## config.mk

```make
export PLATFORM = sky130hd
export DESIGN_NAME = stereo_atten
export DESIGN_NICKNAME = d
export VERILOG_FILES = /design/src/rtl/atten_pkg.sv /design/src/rtl/atten_gain_rom.sv /design/src/rtl/atten_channel.sv /design/src/rtl/zero_run_detect.sv /design/src/rtl/stereo_atten.sv
export SDC_FILE = /design/constraint.sdc
export NUM_CORES = 2
export LEC_CHECK = 0
export BUFFER_PORTS_ARGS = -buffer_cell sky130_fd_sc_hd__buf_2
export CAP_MARGIN = 20
export CORE_MARGIN = 4
export CORE_UTILIZATION = 60
export DETAILED_ROUTE_END_ITERATION = 7
export PLACE_DENSITY = 0.81
export SETUP_SLACK_MARGIN = 0.5
export SYNTH_ARGS = -nofsm -noshare
export SYNTH_HDL_FRONTEND = slang
export SYNTH_SLANG_ARGS = --single-unit
```

## constraint.sdc

```tcl
create_clock -name clk -period 8.05 [get_ports clk]
set_clock_uncertainty 0.2 [all_clocks]
set_input_delay 0.805 -clock clk [delete_from_list [all_inputs] [get_ports clk]]
set_output_delay 0.805 -clock clk [all_outputs]
set_load 0.05 [all_outputs]
```

## src/rtl/atten_pkg.sv

```systemverilog
package atten_pkg;
    localparam int SAMPLE_W  = 24;
    localparam int CODE_W    = 7;
    localparam int N_CODES   = 1 << CODE_W;
    localparam int GAIN_W    = 18;
    localparam longint STEP_MULT = 251067;  // 10^(-0.375/20) scaled by 2^18
    localparam int ZERO_RUN  = 1024;
    localparam int N_CH      = 2;

    typedef logic signed [SAMPLE_W-1:0] sample_t;
    typedef logic [CODE_W-1:0]          code_t;
    typedef logic [GAIN_W-1:0]          gain_t;

    typedef struct packed {
        sample_t smp;
        code_t   code;
        logic    mute;
    } ch_in_t;

    // Gain for code k: repeated scaling of unity by the step factor.
    function automatic longint gain_of(input int k);
        longint g = longint'(1) << GAIN_W;
        for (int i = 1; i < k; i++) begin
            g = (g * STEP_MULT) >> GAIN_W;
        end
        if (k >= 1) g = (g * STEP_MULT) >> GAIN_W;
        return g;
    endfunction
endpackage

```

## src/rtl/atten_gain_rom.sv

```systemverilog
module atten_gain_rom
    import atten_pkg::*;
#(
    parameter int CW = CODE_W,
    parameter int GW = GAIN_W
) (
    input  logic [CW-1:0] code,
    output logic [GW-1:0] gain
);
    localparam int DEPTH = 1 << CW;

    logic [GW-1:0] rom [DEPTH];

    // Entry 0 holds unity, which does not fit; it is never used (bypass path).
    for (genvar g = 0; g < DEPTH; g++) begin : g_rom
        localparam longint VAL = gain_of(g);
        assign rom[g] = VAL[GW-1:0];
    end

    assign gain = rom[code];
endmodule

```

## src/rtl/atten_channel.sv

```systemverilog
module atten_channel
    import atten_pkg::*;
#(
    parameter int DW = SAMPLE_W,
    parameter int CW = CODE_W,
    parameter int GW = GAIN_W
) (
    input  logic                 clk,
    input  logic                 rst,
    input  logic                 in_valid,
    input  logic signed [DW-1:0] smp_i,
    input  logic [CW-1:0]        code_i,
    input  logic                 mute_i,
    output logic signed [DW-1:0] smp_o
);
    localparam int PW = DW + GW + 1;

    logic [GW-1:0]        gain;
    logic signed [PW-1:0] prod;
    logic signed [PW-1:0] shifted;
    logic signed [DW-1:0] scaled;

    atten_gain_rom #(.CW(CW), .GW(GW)) u_rom (
        .code (code_i),
        .gain (gain)
    );

    always_comb begin
        prod    = PW'(smp_i) * PW'($signed({1'b0, gain}));
        shifted = prod >>> GW;
        if (mute_i)
            scaled = '0;
        else if (code_i == '0)
            scaled = smp_i;
        else
            scaled = shifted[DW-1:0];
    end

    always_ff @(posedge clk) begin
        if (rst)
            smp_o <= '0;
        else if (in_valid)
            smp_o <= scaled;
    end

    p_mute_zero_r5: assert property (@(posedge clk) disable iff (rst)
        in_valid && mute_i |=> smp_o == '0);
    p_bypass_r2: assert property (@(posedge clk) disable iff (rst)
        in_valid && !mute_i && code_i == '0 |=> smp_o == $past(smp_i));
    p_no_gain_r3: assert property (@(posedge clk) disable iff (rst)
        in_valid && !mute_i && !smp_i[DW-1] |=> !smp_o[DW-1] && smp_o <= $past(smp_i));
    p_hold_r1: assert property (@(posedge clk) disable iff (rst)
        !in_valid |=> $stable(smp_o));
endmodule

```

## src/rtl/zero_run_detect.sv

```systemverilog
module zero_run_detect
    import atten_pkg::*;
#(
    parameter int DW  = SAMPLE_W,
    parameter int RUN = ZERO_RUN
) (
    input  logic          clk,
    input  logic          rst,
    input  logic          in_valid,
    input  logic [DW-1:0] smp_i,
    output logic          zero_o
);
    localparam int CNTW = $clog2(RUN + 1);

    logic [CNTW-1:0] cnt;

    always_ff @(posedge clk) begin
        if (rst)
            cnt <= '0;
        else if (in_valid) begin
            if (smp_i != '0)
                cnt <= '0;
            else if (cnt != CNTW'(RUN))
                cnt <= cnt + 1'b1;
        end
    end

    assign zero_o = (cnt == CNTW'(RUN));

    p_clear_r7: assert property (@(posedge clk) disable iff (rst)
        in_valid && smp_i != '0 |=> !zero_o && cnt == '0);
    p_count_r7: assert property (@(posedge clk) disable iff (rst)
        in_valid && smp_i == '0 && cnt != CNTW'(RUN) |=> cnt == $past(cnt) + 1'b1);
endmodule

```

## src/rtl/stereo_atten.sv

```systemverilog
module stereo_atten
    import atten_pkg::*;
(
    input  logic                       clk,
    input  logic                       rst,
    input  logic                       in_valid,
    input  logic signed [SAMPLE_W-1:0] in_left,
    input  logic signed [SAMPLE_W-1:0] in_right,
    input  logic [CODE_W-1:0]          atten_left,
    input  logic [CODE_W-1:0]          atten_right,
    input  logic                       mute_left,
    input  logic                       mute_right,
    input  logic                       zf_mv_off,
    input  logic                       zf_zd_off,
    input  logic                       zf_pol,
    output logic                       out_valid,
    output logic signed [SAMPLE_W-1:0] out_left,
    output logic signed [SAMPLE_W-1:0] out_right,
    output logic                       zflag_left,
    output logic                       zflag_right
);
    ch_in_t                    ch_in  [N_CH];
    logic signed [SAMPLE_W-1:0] ch_out [N_CH];
    logic [N_CH-1:0]           zdata;
    logic [N_CH-1:0]           zflag;

    assign ch_in[0] = '{smp: in_left,  code: atten_left,  mute: mute_left};
    assign ch_in[1] = '{smp: in_right, code: atten_right, mute: mute_right};

    for (genvar c = 0; c < N_CH; c++) begin : g_ch
        logic active;

        atten_channel u_chan (
            .clk      (clk),
            .rst      (rst),
            .in_valid (in_valid),
            .smp_i    (ch_in[c].smp),
            .code_i   (ch_in[c].code),
            .mute_i   (ch_in[c].mute),
            .smp_o    (ch_out[c])
        );

        zero_run_detect u_zrun (
            .clk      (clk),
            .rst      (rst),
            .in_valid (in_valid),
            .smp_i    (ch_in[c].smp),
            .zero_o   (zdata[c])
        );

        always_comb begin
            active = (!zf_mv_off && (ch_in[c].mute || ch_in[c].code == code_t'(N_CODES - 1)))
                  || (!zf_zd_off && zdata[c]);
        end

        always_ff @(posedge clk) begin
            if (rst)
                zflag[c] <= 1'b0;
            else
                zflag[c] <= active ^ zf_pol;
        end

        p_mute_flag_r8: assert property (@(posedge clk) disable iff (rst)
            !zf_mv_off && ch_in[c].mute |=> zflag[c] == !$past(zf_pol));
        p_zero_flag_r9: assert property (@(posedge clk) disable iff (rst)
            !zf_zd_off && zdata[c] |=> zflag[c] == !$past(zf_pol));
    end

    always_ff @(posedge clk) begin
        if (rst)
            out_valid <= 1'b0;
        else
            out_valid <= in_valid;
    end

    assign out_left    = ch_out[0];
    assign out_right   = ch_out[1];
    assign zflag_left  = zflag[0];
    assign zflag_right = zflag[1];

    p_valid_r1: assert property (@(posedge clk) disable iff (rst)
        in_valid |=> out_valid);
    p_idle_r1: assert property (@(posedge clk) disable iff (rst)
        !in_valid |=> !out_valid);
endmodule

```

## After elaboration in Yosys (flattened, before gate mapping)

Memories as Yosys holds them, arrays and structs flattened.
Index checks and enable logic that the tools add are counted.

| storage, ports and cells | value |
|---|---|
| output and inout bits | 51 |
| word-level logic and storage cells | 55 |
| memories kept | 2 |
| bits in registers | 73 |
| ROM bits | 4608 |

Memories:

| memory | depth | width | rd ports | clocked after Yosys merged registers in | wr ports | line | text |
|---|---|---|---|---|---|---|---|
| (no name shown) | 128 | 18 | 1 | 0 | 0 | atten_gain_rom.sv:20 | `assign gain = rom[code];` |
| (no name shown) | 128 | 18 | 1 | 0 | 0 | atten_gain_rom.sv:20 |  |

| operators by class | value |
|---|---|
| add/subtract/negate cells | 2 |
| magnitude comparators | 2 |
| reduce and logical (&&, ||, !) cells | 18 |
| mux-type cells | 12 |
| bitwise logic cells | 4 |
| equality and inequality tests | 6 |
| multiply operators | 2 |

Operators by type and width:

| cell | number |
|---|---|
| two-way mux 24 bit | 4 |
| multiplier 24 x 19 -> 42 bit | 2 |
| two-way mux 18 bit | 4 |
| nonzero test 24 bit | 2 |
| two-way mux 11 bit | 4 |
| adder 11 x 1 -> 11 bit, second input constant | 2 |
| == test 11 bit, second input constant | 2 |
| != test 11 bit, second input constant | 2 |
| greater-or-equal comparator 8 bit, second input constant | 2 |
| inverter 7 -> 8 bit | 2 |
| == test 7 bit, second input constant | 2 |
| zero test 7 bit | 2 |
| logical AND 1 bit | 4 |
| logical OR 1 bit | 4 |
| AND reduction 2 bit | 2 |
| nonzero test 2 bit | 2 |
| zero test 1 bit | 2 |
| bitwise XOR 1 bit | 2 |

## Longest topological paths before layout

| depth | value |
|---|---|
| depth in word-level cells | 7 |
| mapped depth | 38 |

## Modules after synthesis

A second synthesis with hierarchy kept.

| unflattened totals | value |
|---|---|
| cells, all modules | 4665 |
| area, all modules | 39380.3 um2 |

By module, submodules not included:

| module | cells each | area each (um2) | instances |
|---|---|---|---|
| atten_channel at g_ch[1].u_chan | 1842 | 16495.8 | 1 |
| atten_channel at g_ch[0].u_chan | 1823 | 16276.9 | 1 |
| atten_gain_rom at g_ch[1].u_chan.u_rom | 402 | 2562.5 | 1 |
| atten_gain_rom at g_ch[0].u_chan.u_rom | 414 | 2507.4 | 1 |
| zero_run_detect | 83 | 671.9 | 2 |
| stereo_atten | 18 | 193.9 | 1 |

## Worst setup path after synthesis

Ideal clock, no wire load.

| timing | value |
|---|---|
| path type | input to register |
| start point | input port atten_left[3] |
| end point | register g_ch[0].u_chan.smp_o[13] |
| path slack | -0.624 ns |
| setup time | 0.134 ns |
| arrival time | 8.341 ns |
| stages | 34 |
| buffers on the path | 8 |
| cells stage by stage | buf_2 -> buf_2 -> buf_2 -> buf_2 -> buf_2 -> buf_2 -> buf_2 -> o21ai_0 -> o21ai_0 -> a21oi_1 -> a21oi_1 -> clkbuf_1 -> nand2_1 -> fa_1 -> inv_1 -> fa_1 -> inv_1 -> fa_1 -> inv_1 -> fa_1 -> fa_1 -> inv_1 -> fa_1 -> inv_1 -> ha_1 -> a21o_1 -> a21oi_1 -> o2111ai_1 -> a211o_1 -> o211a_4 -> a211o_2 -> a31oi_4 -> xor2_1 -> o22ai_1 |

| on the way | value |
|---|---|
| word-level cells in the longest chain between the ends | 7 |
| elaborated cells on any way between the ends | 8 |

Ends and longest elaborated chain:

| element | line | text |
|---|---|---|
| from (decl) | stereo_atten.sv:9 | `input logic [CODE_W-1:0] atten_left,` |
| inverter 7 -> 8 bit (implied by the code) | atten_gain_rom.sv:20 |  |
| memory read (128 x 18 bit) | n/a |  |
| two-way mux 18 bit (implied by the code) (2 in a row) | atten_gain_rom.sv:20 |  |
| multiplier 24 x 19 -> 42 bit | atten_channel.sv:29 | `prod = PW'(smp_i) * PW'($signed({1'b0, gain}));` |
| two-way mux 24 bit * | atten_channel.sv:33 | `else if (code_i == '0)` |
| two-way mux 24 bit * | atten_channel.sv:31 | `if (mute_i)` |
| to (signal assigned) | atten_channel.sv:43 | `smp_o <= scaled;` |
| to (decl) | atten_channel.sv:14 | `output logic signed [DW-1:0] smp_o` |

Mark *: on every way between the ends. The rest lies on a longest branch, timed or not. The select of a mux whose other input is x is not followed.
A chain may end at the register's enable or synchronous reset.

## Final worst setup path

| timing | value |
|---|---|
| start point | input port atten_left[0] |
| end point | register g_ch[0].u_chan.smp_o[14] |

Same word-level chain as after synthesis.

==> metrics <==
global router's overall resource usage 0.3825; count of warnings emitted by yosys 0; Post-Synth Adder-Cell Area 0.5130; via count of the first global-routing pass 40,050; Wirelength per Cell 22.48 um; element type at the critical path end register; Crit Path Max Fanout 6; number of hold violations in the final report 0; Crit path top cell by count fa_1; kind of launch point of the worst setup path primary input; routability-driven placement congestion ratio 1.019; commonest non-fill, non-tap cell in the layout inv_1; Via Count 37,670; library cells used by synthesis 87; GR Overflow Total 0; die area 0.06899 mm2; multiplexer share of the synthesized area 0.008585; quantity of I/O buffers inserted on ports 120; final-stage net count 6,507; setup tns final -3.985 ns; buffers and inverters on the worst path 12; main combinational cell family by area after synthesis adder cells; Post-route DRC 9; number of clock buffers inserted by TritonCTS 9; Synth Area in XOR/XNOR 0.01913; area growth from synthesis to layout 27.36%; initial core utilization 0.6047; number of rows in the core area 93; Placed Cells incl. Taps 6,055; maximum number of pins on one net before global-route repair 50; pin slew with the least headroom to its limit 1.149 ns; crit path time final 8.372 ns; antenna violations before repair 9; kind of cell with the highest combined delay on the critical path adder cells; R2R cell count 9; post-synthesis simple-gate area fraction 0.1802; level count of the clock H-tree 3; setup-violating endpoint count in the final report 28; fin. max-slew vios 0; synthesized net count 5,899; Die Ht 262.7 um; post-synthesis instance total 4,740; Starting DRT DRC Count 4,573; register bit total from synthesis 73; tightest slew margin relative to the limit 0.2236; Post-Syn Area per Cell 8.209 um2; TritonCTS Sinks 73; Post-DP HPWL 99.09 mm; Reg clk slew, reported paths 0.07 ns; Compound-Gate Fraction of Synth Area 0.1050; Post-synth ARST share 0; I/O pins 121; post-route clock period utilization 1.040; signal arrival time at the worst endpoint 8.38 ns; Post-CTS Hold Fix Bufs 0; standard cell core area 0.06435 mm2; fmax 119.4 MHz; clock tree from TritonCTS built; final worst slack -0.3224 ns; largest stage delay on the critical path 0.59 ns; violations in the final reports DRC, setup timing; endpoint required time on the critical path 8.06 ns; global-route wire length before repair 210.8 mm; Hold Path Class register to register; CP max-delay cell fa_1; synthesized cell area 0.03891 mm2; critical path type primary input to register; floorplan die width 262.7 um; RSZ-0062 raised after global routing yes; most instantiated flip-flop cell in the synthesis netlist dfxtp_1; number of enable-type register cells in the synthesized netlist 0; buffer cell driving the clock tree root clkbuf_16; number of nets with antenna violations after detailed routing 0; Max Cap Viol 0; number of gates on the worst path with buffers counted 38; drt pass-1 iters 8; wirelength, routed 139.8 mm; fin cells 6,216; via density per instance 6.060; proportion of layout cells with a drive suffix above 1 0.2674; largest buffer count on any clock path 2; most used cells in the layout excluding fill and tap cells inv_1, fa_1, buf_4, nand2_1, and2_1; Clock Latency Late Sink 0.37 ns; sequential element share of the synthesized area 0.03756; run status finished with violations; worst hold path cell count 2
synthesized netlist by cell type (10+ instances only):
cell,count,share of area
o211ai_1,28,0.0054
and3_1,23,0.0037
nand3_1,42,0.0054
xor2_1,35,0.0079
a22oi_1,34,0.0066
a21oi_1,158,0.020
o31ai_1,13,0.0025
o21ai_0,118,0.015
a211oi_1,33,0.0064
nand2_1,652,0.063
a311oi_1,14,0.0032
mux2i_1,12,0.0031
nand3b_1,13,0.0025
nor2_1,160,0.015
a21o_1,46,0.0089
nor4_1,19,0.0031
fa_1,844,0.43
a31oi_1,25,0.0040
buf_1,15,0.0014
dfxtp_1,73,0.038
and2_1,301,0.048
ha_1,245,0.079
or3_1,10,0.0016
inv_1,1104,0.11
nor2b_1,99,0.016
nor3_1,34,0.0044
clkbuf_1,246,0.024
buf_2,32,0.0041
o21a_1,10,0.0019
o22ai_1,36,0.0058
nand2b_1,29,0.0047
xnor2_1,50,0.011
nand4_1,24,0.0039
tightest hold or removal path: stages, from the launching register on:
cell	delay, ns
dfxtp_1	0.32
nand2_1	0.06
a21oi_1	0.06
worst paths after layout:
check	startpoint	to	slack, ns
hold reg to reg	g_ch[0].u_chan.smp_o[21]$_SDFFE_PP0P_	g_ch[0].u_chan.smp_o[21]$_SDFFE_PP0P_	0.29
setup / recovery	atten_left[0]	g_ch[0].u_chan.smp_o[14]$_SDFFE_PP0P_	-0.32
hold / removal	g_ch[0].u_chan.smp_o[21]$_SDFFE_PP0P_	g_ch[0].u_chan.smp_o[21]$_SDFFE_PP0P_	0.29
setup reg to reg	g_ch[1].u_zrun.cnt[0]$_SDFFE_PP0P_	g_ch[1].u_zrun.cnt[5]$_SDFFE_PP0P_	5.63
state kept, by name, indices dropped and copies added, names as in the netlist:
register	cells
g_ch.u_chan.smp_o	48
g_ch.u_zrun.cnt	22
out_valid	1
zflag_left	1
zflag_right	1
per-stage QoR:
stage,hold slack (ns),worst slack [ns],cell area (um2),util
after detailed placement,0.2694,-0.8130,45250,0.7032
final,0.2936,-0.3224,49560,0.7701
after CTS,0.2856,-0.2080,47740,0.7418
after global routing,0.3236,-0.5956,49540,0.7698
after global placement,0.2572,-0.7219,45250,0.7032
after floorplan,0.2665,0.08149,39870,-
layer usage:
layer	GRT usage	wire, um	up-vias
met3	0.09756	17880	900
met1	0.4843	47890	18380
met2	0.6191	64320	2726
met5	0	23	-
li1	-	-	15660
met4	0.1823	9656	6
timing repair:
action                     4_1_cts  5_1_grt
setup endpoints to repair       48       48
gates resized for setup        346      299
setup buffers                   67       59
pin swaps                      210      240
cloned                           5        6
layout make-up:
class | instances | area [um2]
clock buffers | 9 | 225.2
diodes | 9 | 22.52
well taps | 855 | 1070
flip-flops and latches | 73 | 1461
inverters | 1109 | 4203
repair buffers | 891 | 7677
fillers | 4018 | 14790
multi-input cells | 3264 | 34830
clock inverters | 6 | 68.82
logic make-up after synthesis:
| group | Yosys count |
|---|---|
| AOI/OAI and AO/OA | 620 |
| adders and majority gates | 1089 |
| muxes | 23 |
| DFF | 73 |
| and+or+nand+nor | 1447 |
| buffers and inverters | 1403 |
| xor gates and xnor gates | 85 |
Power is not shown: default switching activity piles up to over one toggle a cycle in this logic, so the estimate is an artifact.
